$ cat config.mk
export PLATFORM = sky130hd
export DESIGN_NAME = pin_hold_meter
export DESIGN_NICKNAME = d
export VERILOG_FILES = /design/src/rtl/pin_hold_pkg.sv /design/src/rtl/phm_sync.sv /design/src/rtl/phm_counter.sv /design/src/rtl/phm_regport.sv /design/src/rtl/pin_hold_meter.sv
export SDC_FILE = /design/constraint.sdc
export NUM_CORES = 1
export LEC_CHECK = 0
export BUFFER_PORTS_ARGS = -buffer_cell sky130_fd_sc_hd__buf_2
export CAP_MARGIN = 20
export CORE_MARGIN = 3
export CORE_UTILIZATION = 35
export DETAILED_ROUTE_END_ITERATION = 8
export PLACE_DENSITY_LB_ADDON = 0.25
export SLEW_MARGIN = 0
export SYNTH_ARGS = -nofsm -noshare
export SYNTH_HDL_FRONTEND = slang
export SYNTH_SLANG_ARGS = --single-unit
export TNS_END_PERCENT = 1
$ cat constraint.sdc
create_clock -name clk -period 5.6 [get_ports clk]
set_input_delay 0.56 -clock clk [delete_from_list [all_inputs] [get_ports clk]]
set_output_delay 0.56 -clock clk [all_outputs]
set_load 0.02 [all_outputs]
$ cat src/rtl/pin_hold_pkg.sv
package pin_hold_pkg;
  // Default geometry of the measurement register
  localparam int unsigned CNT_W_DEF   = 29;
  localparam int unsigned DATA_W_DEF  = 32;
  localparam int unsigned ADDR_W_DEF  = 8;
  localparam int unsigned CLR_BIT_DEF = 31;
  localparam int unsigned SYNC_STAGES = 2;
  localparam logic [ADDR_W_DEF-1:0] REG_OFS_DEF = 8'h50;
endpackage

$ cat src/rtl/phm_sync.sv
module phm_sync #(
  parameter int unsigned STAGES = 2
) (
  input  logic clk,
  input  logic por_n,
  input  logic async_in,
  output logic sync_out
);
  logic [STAGES-1:0] chain_q;

  generate
    for (genvar i = 0; i < STAGES; i++) begin : g_stage
      if (i == 0) begin : g_first
        always_ff @(posedge clk or negedge por_n) begin
          if (!por_n) chain_q[0] <= 1'b1;   // idle level: pin released
          else        chain_q[0] <= async_in;
        end
      end else begin : g_next
        always_ff @(posedge clk or negedge por_n) begin
          if (!por_n) chain_q[i] <= 1'b1;
          else        chain_q[i] <= chain_q[i-1];
        end
      end
    end
  endgenerate

  assign sync_out = chain_q[STAGES-1];
endmodule

$ cat src/rtl/phm_counter.sv
module phm_counter #(
  parameter int unsigned CNT_W = 29
) (
  input  logic             clk,
  input  logic             por_n,
  input  logic             pin_low,
  input  logic             clr,
  output logic [CNT_W-1:0] count
);
  localparam logic [CNT_W-1:0] CNT_MAX = {CNT_W{1'b1}};

  logic [CNT_W-1:0] count_q;
  logic             prev_low_q;
  logic             start;

  // a fresh falling edge of the synchronized pin begins a new measurement
  assign start = pin_low & ~prev_low_q;

  always_ff @(posedge clk or negedge por_n) begin
    if (!por_n) begin
      count_q    <= '0;
      prev_low_q <= 1'b0;
    end else begin
      prev_low_q <= pin_low;
      if (clr)                              count_q <= '0;   // clear has priority
      else if (start)                       count_q <= CNT_W'(1);
      else if (pin_low && count_q != CNT_MAX) count_q <= count_q + 1'b1;
    end
  end

  assign count = count_q;
endmodule

$ cat src/rtl/phm_regport.sv
module phm_regport #(
  parameter int unsigned CNT_W   = 29,
  parameter int unsigned DATA_W  = 32,
  parameter int unsigned ADDR_W  = 8,
  parameter int unsigned CLR_BIT = 31,
  parameter logic [ADDR_W-1:0] REG_OFS = 8'h50
) (
  input  logic              clk,
  input  logic              por_n,
  input  logic              req_valid,
  input  logic              req_write,
  input  logic [ADDR_W-1:0] req_addr,
  input  logic [DATA_W-1:0] req_wdata,
  input  logic [CNT_W-1:0]  count,
  output logic              clr,
  output logic              rsp_valid,
  output logic [DATA_W-1:0] rsp_rdata
);
  localparam int unsigned PAD_W = DATA_W - CNT_W;

  logic hit;
  logic rd_req;
  logic wdata_unused;

  assign hit          = (req_addr == REG_OFS);
  assign rd_req       = req_valid & ~req_write;
  assign clr          = req_valid & req_write & hit & req_wdata[CLR_BIT];
  assign wdata_unused = ^req_wdata;

  always_ff @(posedge clk or negedge por_n) begin
    if (!por_n) begin
      rsp_valid <= 1'b0;
      rsp_rdata <= '0;
    end else begin
      rsp_valid <= rd_req;
      if (rd_req) rsp_rdata <= hit ? {{PAD_W{1'b0}}, count} : '0;
    end
  end
endmodule

$ cat src/rtl/pin_hold_meter.sv
module pin_hold_meter
  import pin_hold_pkg::*;
#(
  parameter int unsigned CNT_W   = CNT_W_DEF,
  parameter int unsigned DATA_W  = DATA_W_DEF,
  parameter int unsigned ADDR_W  = ADDR_W_DEF,
  parameter int unsigned CLR_BIT = CLR_BIT_DEF,
  parameter logic [ADDR_W-1:0] REG_OFS = REG_OFS_DEF
) (
  input  logic              clk,
  input  logic              por_n,
  input  logic              pin_n,
  input  logic              req_valid,
  input  logic              req_write,
  input  logic [ADDR_W-1:0] req_addr,
  input  logic [DATA_W-1:0] req_wdata,
  output logic              rsp_valid,
  output logic [DATA_W-1:0] rsp_rdata
);
  logic             pin_sync;
  logic             pin_low;
  logic             clr_hit;
  logic [CNT_W-1:0] count_q;

  phm_sync #(.STAGES(SYNC_STAGES)) u_sync (
    .clk(clk), .por_n(por_n), .async_in(pin_n), .sync_out(pin_sync)
  );

  assign pin_low = ~pin_sync;

  phm_counter #(.CNT_W(CNT_W)) u_cnt (
    .clk(clk), .por_n(por_n), .pin_low(pin_low), .clr(clr_hit), .count(count_q)
  );

  phm_regport #(
    .CNT_W(CNT_W), .DATA_W(DATA_W), .ADDR_W(ADDR_W),
    .CLR_BIT(CLR_BIT), .REG_OFS(REG_OFS)
  ) u_reg (
    .clk(clk), .por_n(por_n),
    .req_valid(req_valid), .req_write(req_write),
    .req_addr(req_addr), .req_wdata(req_wdata),
    .count(count_q), .clr(clr_hit),
    .rsp_valid(rsp_valid), .rsp_rdata(rsp_rdata)
  );
endmodule

==> results.md, run 1 <==
- Status: complete, no violations
- Vias: 2313
- Starting DRT DRC Count: 156
- CP Depth: 5
- Routed len/inst: 15.1 um
- Primary FF master, synth: dfrtp_1
- Number of antenna violations at the first check in global routing: 0
- Slew @ Worst Pin: 0.764 ns
- CTS Root Buffer Type: clkbuf_8
- First-pass GRT wire length: 11000 um
- RSZ-0062 raised after global routing: false
- Worst hold stages: 1
- DP HPWL: 4250 um
- Placed cell count: 404
- Top cell type's share of synthesized area: 51.9%
- Lkg Pwr: 1.57 nW
- Gr usage total: 14.2%
- Synth Area in Simple Gates: 20.0%
- Count leader, synth: dfrtp_1
- Crit path max fanout: 10
- Top cell type by total area after synthesis: dfrtp_1
- Top Ports: 78
- Worst Setup Start Kind: flop
- Final Skew: 0.00782 ns
- Largest net degree at the start of global routing: 63
- CP Buf/Inv Count: 0
- Number of global-route vias before repair: 2287
- Post-synth EDFFs: 0
- Crit path DAT: 2.54 ns
- Largest cells by area after synthesis: dfrtp_1 (52%), a22o_1 (8.8%), a21oi_1 (3.6%)
- Routed WL: 6360 um
- Final Max Slew Viols: 0
- DRC viols: 0
- Final #Nets: 361
- Post-route insts no fill: 422
- Post-synth cell types: 43
- # port buffers: 43
- Die area: 0.00938 mm2
- Fin. Hold Viols: 0
- Total CTS buffers: 9
- CP max stage delay: 0.52 ns
- Vias/cell: 5.48
- Top cells by count, synth: dfrtp_1 (60), a22o_1 (29), a21oi_1 (21), nand2_1 (16), or3_1 (14)
- Share of cells above drive strength 1: 23.1%
- Core Box Area: 0.00789 mm2
- Placed Area: 0.00317 mm2
- Ys Warns: 0
- Worst VDD drop: 0.0915 mV
- Mapped Cells: 273
- Layout area overhead: 18.8%
- Pwr per Cell Area: 280 mW/mm2
- Post_cts resized: 0
- Die Height: 96.9 um
- Hold WS: 0.316 ns
- Final WS setup: 3.31 ns
- Initial DRT Pass Iterations: 4
- Min-Delay Path Class: in -> reg
- Post-CTS setup repair buffer count: 0
- R2R depth: 5
- Count of state elements after synthesis: 62
- Sequential element share of the synthesized area: 53.8%
- Fillers: 771
- Compound-Gate Fraction of Synth Area: 20.4%
- Design Area, Final: 0.00343 mm2
- Aggregate global routing overflow: 0
- Clock Tree Buf Depth: 2
- ANT cells: 0
- Worst path cell trace: and3_1 -> nand4_2 -> or4_4 -> or4_1 -> a21oi_1
- Synth Area per Inst: 10.6 um2
- Post-synth ARST share: 100%
- PnR Total Power: 0.962 mW
- Multiplexer area fraction after synthesis: 0.346%
- Clock-pin slew on the worst setup and hold paths: 0.07 ns
- Initial Util: 36.6%
- WS Path Type: reg -> reg
- Worst Path Required: 5.86 ns
- Final setup violation count: 0
- Post-Synthesis Cell Area: 0.00289 mm2
- Fin util: 43.5%
- CTS Sinks: 62
- Critical path's top delay family: simple AND/OR/NAND/NOR gates
- H-tree depth: 3
- Xor/xnor cell area share of the yosys netlist: 0.909%
- Hold-fix buffers, CTS: 0
- Max-cap violations: 0
- Crit end category: flop
- Antenna-violating nets left: 0
- Slew HR: 49.1%
- Max Freq: 0.437 GHz
- Combinational family with the most area after synthesis: compound AO/OA/AOI/OAI gates
- Min Tclk post-route: 2.29 ns
- Slowest CP cell: or4_4
- Fin crit share: 40.8%
- CTS tree: done
- Total Negative Setup Slacks: 0 ns
- Die Span X: 96.9 um
- Gpl congestion: 0.759
- Worst slack, placed: 2.78 ns
- Worst-Skew Late Latency: 0.33 ns
- FP Rows: 32
- Post-synthesis adder-cell area fraction: 0.433%
[layer usage]
layer | global-route usage (%) | vias up | share of wire, %
met5 | 0 | - | 0
met4 | 5.51 | 0 | 1.2
met3 | 4.04 | 8 | 4.0
met2 | 22.0 | 50 | 46
met1 | 18.7 | 1139 | 49
li1 | - | 1116 | -
[report_power, final]
| part | internal (mW) | switching [mW] |
|---|---|---|
| Clock | 0.287 | 0.171 |
| Sequential | 0.455 | 0.00907 |
| Combinational | 0.0121 | 0.0284 |
[flip-flops by register name, summed over array words and instances, names as in the netlist]
signal / count
u_cnt.count: 29
u_cnt.prev_low_q: 1
u_reg.rsp_rdata: 29
u_reg.rsp_valid: 1
u_sync.chain_q: 1
u_sync.sync_out: 1
[area by class of cell]
| class | count | area (um2) | share of cell area, % |
|---|---|---|---|
| repair buffers | 47 | 260 | 7.58 |
| clock buffers | 13 | 169 | 4.92 |
| flip-flops and latches | 62 | 1550 | 45.2 |
| well taps | 102 | 128 | 3.72 |
| inverters | 7 | 26.3 | 0.765 |
| clock inverters | 3 | 65.1 | 1.89 |
| multi-input cells | 188 | 1230 | 35.9 |
[layout by cell type (no fill, tap or decap), drive strengths merged, types with 2 or more instances in the layout]
cell	n
inv	7
nor4	2
or3	14
a31oi	5
nor2	10
nor3	5
or2	4
bufinv	2
dfrtp	60
or4	10
nand2	16
a22o	29
xnor2	2
and2	4
a21oi	21
nand3	9
o21ai	13
nand4	8
nor4b	2
o31ai	9
buf	47
and4	2
dfstp	2
conb	3
nand2b	3
and3	6
clkbuf	13
[cells by family after synthesis]
kind of cell               after synthesis
and+or+nand+nor                         96
AOI/OAI and AO/OA                       84
DFF                                     62
buffers and inverters                   25
xor gates and xnor gates                 3
adders and majority gates                1
other                                    1
muxes                                    1
[worst paths after layout]
| check | startpoint | slack (ns) | endpoint |
|---|---|---|---|
| max | u_cnt.count[2] | 3.31 | u_cnt.count[21] |
| min | pin_n | 0.32 | u_sync.chain_q[0] |
| max reg2reg | u_cnt.count[2] | 3.31 | u_cnt.count[21] |
| min reg2reg | u_sync.chain_q[0] | 0.36 | u_sync.sync_out |
| max in group asynchronous | por_n | 4.72 | u_cnt.count[20] |
| min in group asynchronous | por_n | 0.39 | u_reg.rsp_rdata[27] |
Power figures use the tool's default switching activity.
==> run 2: changes to the inputs <==
clock period = 2.28 ns   (was 5.6 ns; I/O delays follow)
==> run 2 against run 1 <==
Global-route usage increased by 1.1 points. Hold slack improved by 0.025 ns. Combinational power grew to 2.8 times the previous value. Critical path depth unchanged. Final area grew 2.0%. Clock-buffer cell count unchanged. Sequential cell count unchanged. Setup slack lost 3.2 ns. Register-to-register slack worse by 3.2 ns. Via count increased by 3.8%. Non-clock buffer count grew 17. Sequential power grew 150%. Critical endpoint unchanged. Largest cell class unchanged. Highest routed layer unchanged.
==> results.md, run 2 (synthesis results as in run 1) <==
- Total Negative Setup Slacks: 0 ns (unchanged)
- Die Height: 96.9 um (unchanged)
- Gpl congestion: 0.771 (+1.7%)
- Initial DRT Pass Iterations: 4 (unchanged)
- Clock-pin slew on the worst setup and hold paths: 0.06 ns (about the same)
- CTS Sinks: 62 (unchanged)
- Combinational Power Share: 5.4% (+1.2 points)
- Max Freq: 0.470 GHz (+7.4%)
- Antenna-violating nets left: 0 (unchanged)
- Slew @ Worst Pin: 0.684 ns (-0.0803 ns)
- CTS Root Buffer Type: clkbuf_8
- H-tree depth: 3 (unchanged)
- Final setup violation count: 0 (unchanged)
- Fin. Hold Viols: 0 (unchanged)
- Starting DRT DRC Count: 146 (-6.4%)
- Crit end category: flop
- FP Rows: 32 (unchanged)
- WS Path Type: reg -> reg
- Number of antenna violations at the first check in global routing: 0 (unchanged)
- Placed cell count: 421 (+4.2%)
- Lkg Pwr: 1.62 nW (+3.6%)
- Post-route insts no fill: 437 (+3.6%)
- Worst Path Required: 2.55 ns (-3.31 ns)
- Commonest non-fill, non-tap cell in the layout: dfrtp_1
- Share of cells above drive strength 1: 26.0% (+2.8 points)
- RSZ-0062 raised after global routing: false
- Vias: 2400 (+3.8%)
- Worst Setup Start Kind: flop
- Min-Delay Path Class: in -> reg
- # port buffers: 43 (unchanged)
- Post-CTS setup repair buffer count: 0 (unchanged)
- Vias/cell: 5.49 (+0.20%)
- Sw frac: 23.2% (+1.5 points)
- P_sw: 0.493 mW (+140%)
- Largest net degree at the start of global routing: 38 (-40%)
- Initial Util: 36.6% (unchanged)
- Core Box Area: 0.00789 mm2 (unchanged)
- Final WS setup: 0.151 ns (-3.16 ns)
- CTS tree: done
- Crit path max fanout: 8 (-2)
- DP HPWL: 4710 um (+11%)
- Slew HR: 53.8% (+4.7 points)
- Final #Nets: 378 (+4.7%)
- Routed len/inst: 15.4 um (+2.1%)
- ANT cells: 0 (unchanged)
- Layout area overhead: 21.3%
- Worst slack, placed: 0.176 ns (-2.60 ns)
- Pwr per Cell Area: 605 mW/mm2 (+120%)
- Crit path DAT: 2.40 ns (-0.14 ns)
- Number of global-route vias before repair: 2359 (+3.1%)
- Final Max Slew Viols: 0 (unchanged)
- Die Span X: 96.9 um (unchanged)
- Routed WL: 6720 um (+5.7%)
- Fillers: 786 (+1.9%)
- Internal cell power: 1.63 mW (+120%)
- Fin crit share: 93.4% (+53 points)
- Die area: 0.00938 mm2 (unchanged)
- Top Ports: 78 (unchanged)
- Flop pwr share: 53.6% (+5.4 points)
- Status: complete, no violations
- Clock Tree Buf Depth: 2 (unchanged)
- Hold WS: 0.341 ns (+0.0253 ns)
- Commonest cells after routing, fill and taps aside: dfrtp_1 (60), buf_2 (43), a22o_1 (29)
- Worst-Skew Late Latency: 0.34 ns (about the same)
- Min Tclk post-route: 2.13 ns (-0.157 ns)
- Clock power share: 41.0% (-6.6 points)
- Worst VDD drop: 0.231 mV (+150%)
- Max-cap violations: 0 (unchanged)
- Aggregate global routing overflow: 0 (unchanged)
- Final Skew: 0.00482 ns (-0.00300 ns)
- First-pass GRT wire length: 11700 um (+6.1%)
- Gr usage total: 15.2% (+1.1 points)
- Total CTS buffers: 9 (unchanged)
- PnR Total Power: 2.12 mW (+120%)
- DRC viols: 0 (unchanged)
==> run 2: critical path, stage by stage, from the launching register on <==
cell	delay (ns)
dfrtp_1	0.45
nand4_4	0.18
or2_4	0.28
or4_4	0.50
or4_1	0.49
a21oi_1	0.15
==> run 2: layout make-up <==
type / instances / area (um2) / area share [%]
clock inverter: 1 / 5.00 / 0.143
sequential: 62 / 1550 / 44.3
clock buffer: 13 / 169 / 4.82
multi-input combinational: 188 / 1230 / 35.2
inverter: 7 / 26.3 / 0.750
timing repair buffer: 64 / 390 / 11.1
tap: 102 / 128 / 3.64
==> run 2: power by group through the flow <==
| stage | Clock [mW] | Sequential (mW) | Combinational, mW |
|---|---|---|---|
| final | 0.868 | 1.14 | 0.115 |
| after global routing | 0.946 | 1.14 | 0.133 |
| after CTS | 0.894 | 1.14 | 0.118 |
| after detailed placement | 0 | 1.16 | 0.115 |
| after global placement | 0 | 1.16 | 0.113 |
| after floorplan | 0 | 1.15 | 0.0559 |
==> run 2: path summary, 6_finish.rpt <==
check,from,endpoint,slack (ns),cells after the start
worst max-delay path,u_cnt.count[14],u_cnt.count[21],0.15,5
worst min-delay path,req_addr[0],u_cnt.count[0],0.34,5
worst max register to register,u_cnt.count[14],u_cnt.count[21],0.15,5
worst min register to register,u_sync.chain_q[0],u_sync.sync_out,0.36,0
max in group asynchronous,por_n,u_reg.rsp_rdata[8],1.25,3
min in group asynchronous,por_n,u_reg.rsp_rdata[25],0.43,2
==> run 2: per-stage QoR <==
stage | area, um2 | utilization (%)
global route | 3500 | 44.4
finish | 3500 | 44.4
global placement | 3310 | 42.0
detailed placement | 3310 | 42.0
CTS | 3500 | 44.4
floorplan | 2900 | -
==> run 2: what timing repair did <==
item | CTS | global route
gates resized for setup | 0 | 0
hold buffers | 2 | 0
endpoints found under the hold margin | 24 | 0
==> run 2: per-layer routing <==
| layer | track usage, % | up-vias | wire length [um] |
|---|---|---|---|
| met4 | 7.45 | 0 | 120 |
| met2 | 22.5 | 48 | 3110 |
| li1 | - | 1153 | - |
| met3 | 3.68 | 11 | 254 |
| met1 | 20.9 | 1188 | 3240 |
| met5 | 0 | - | 0 |
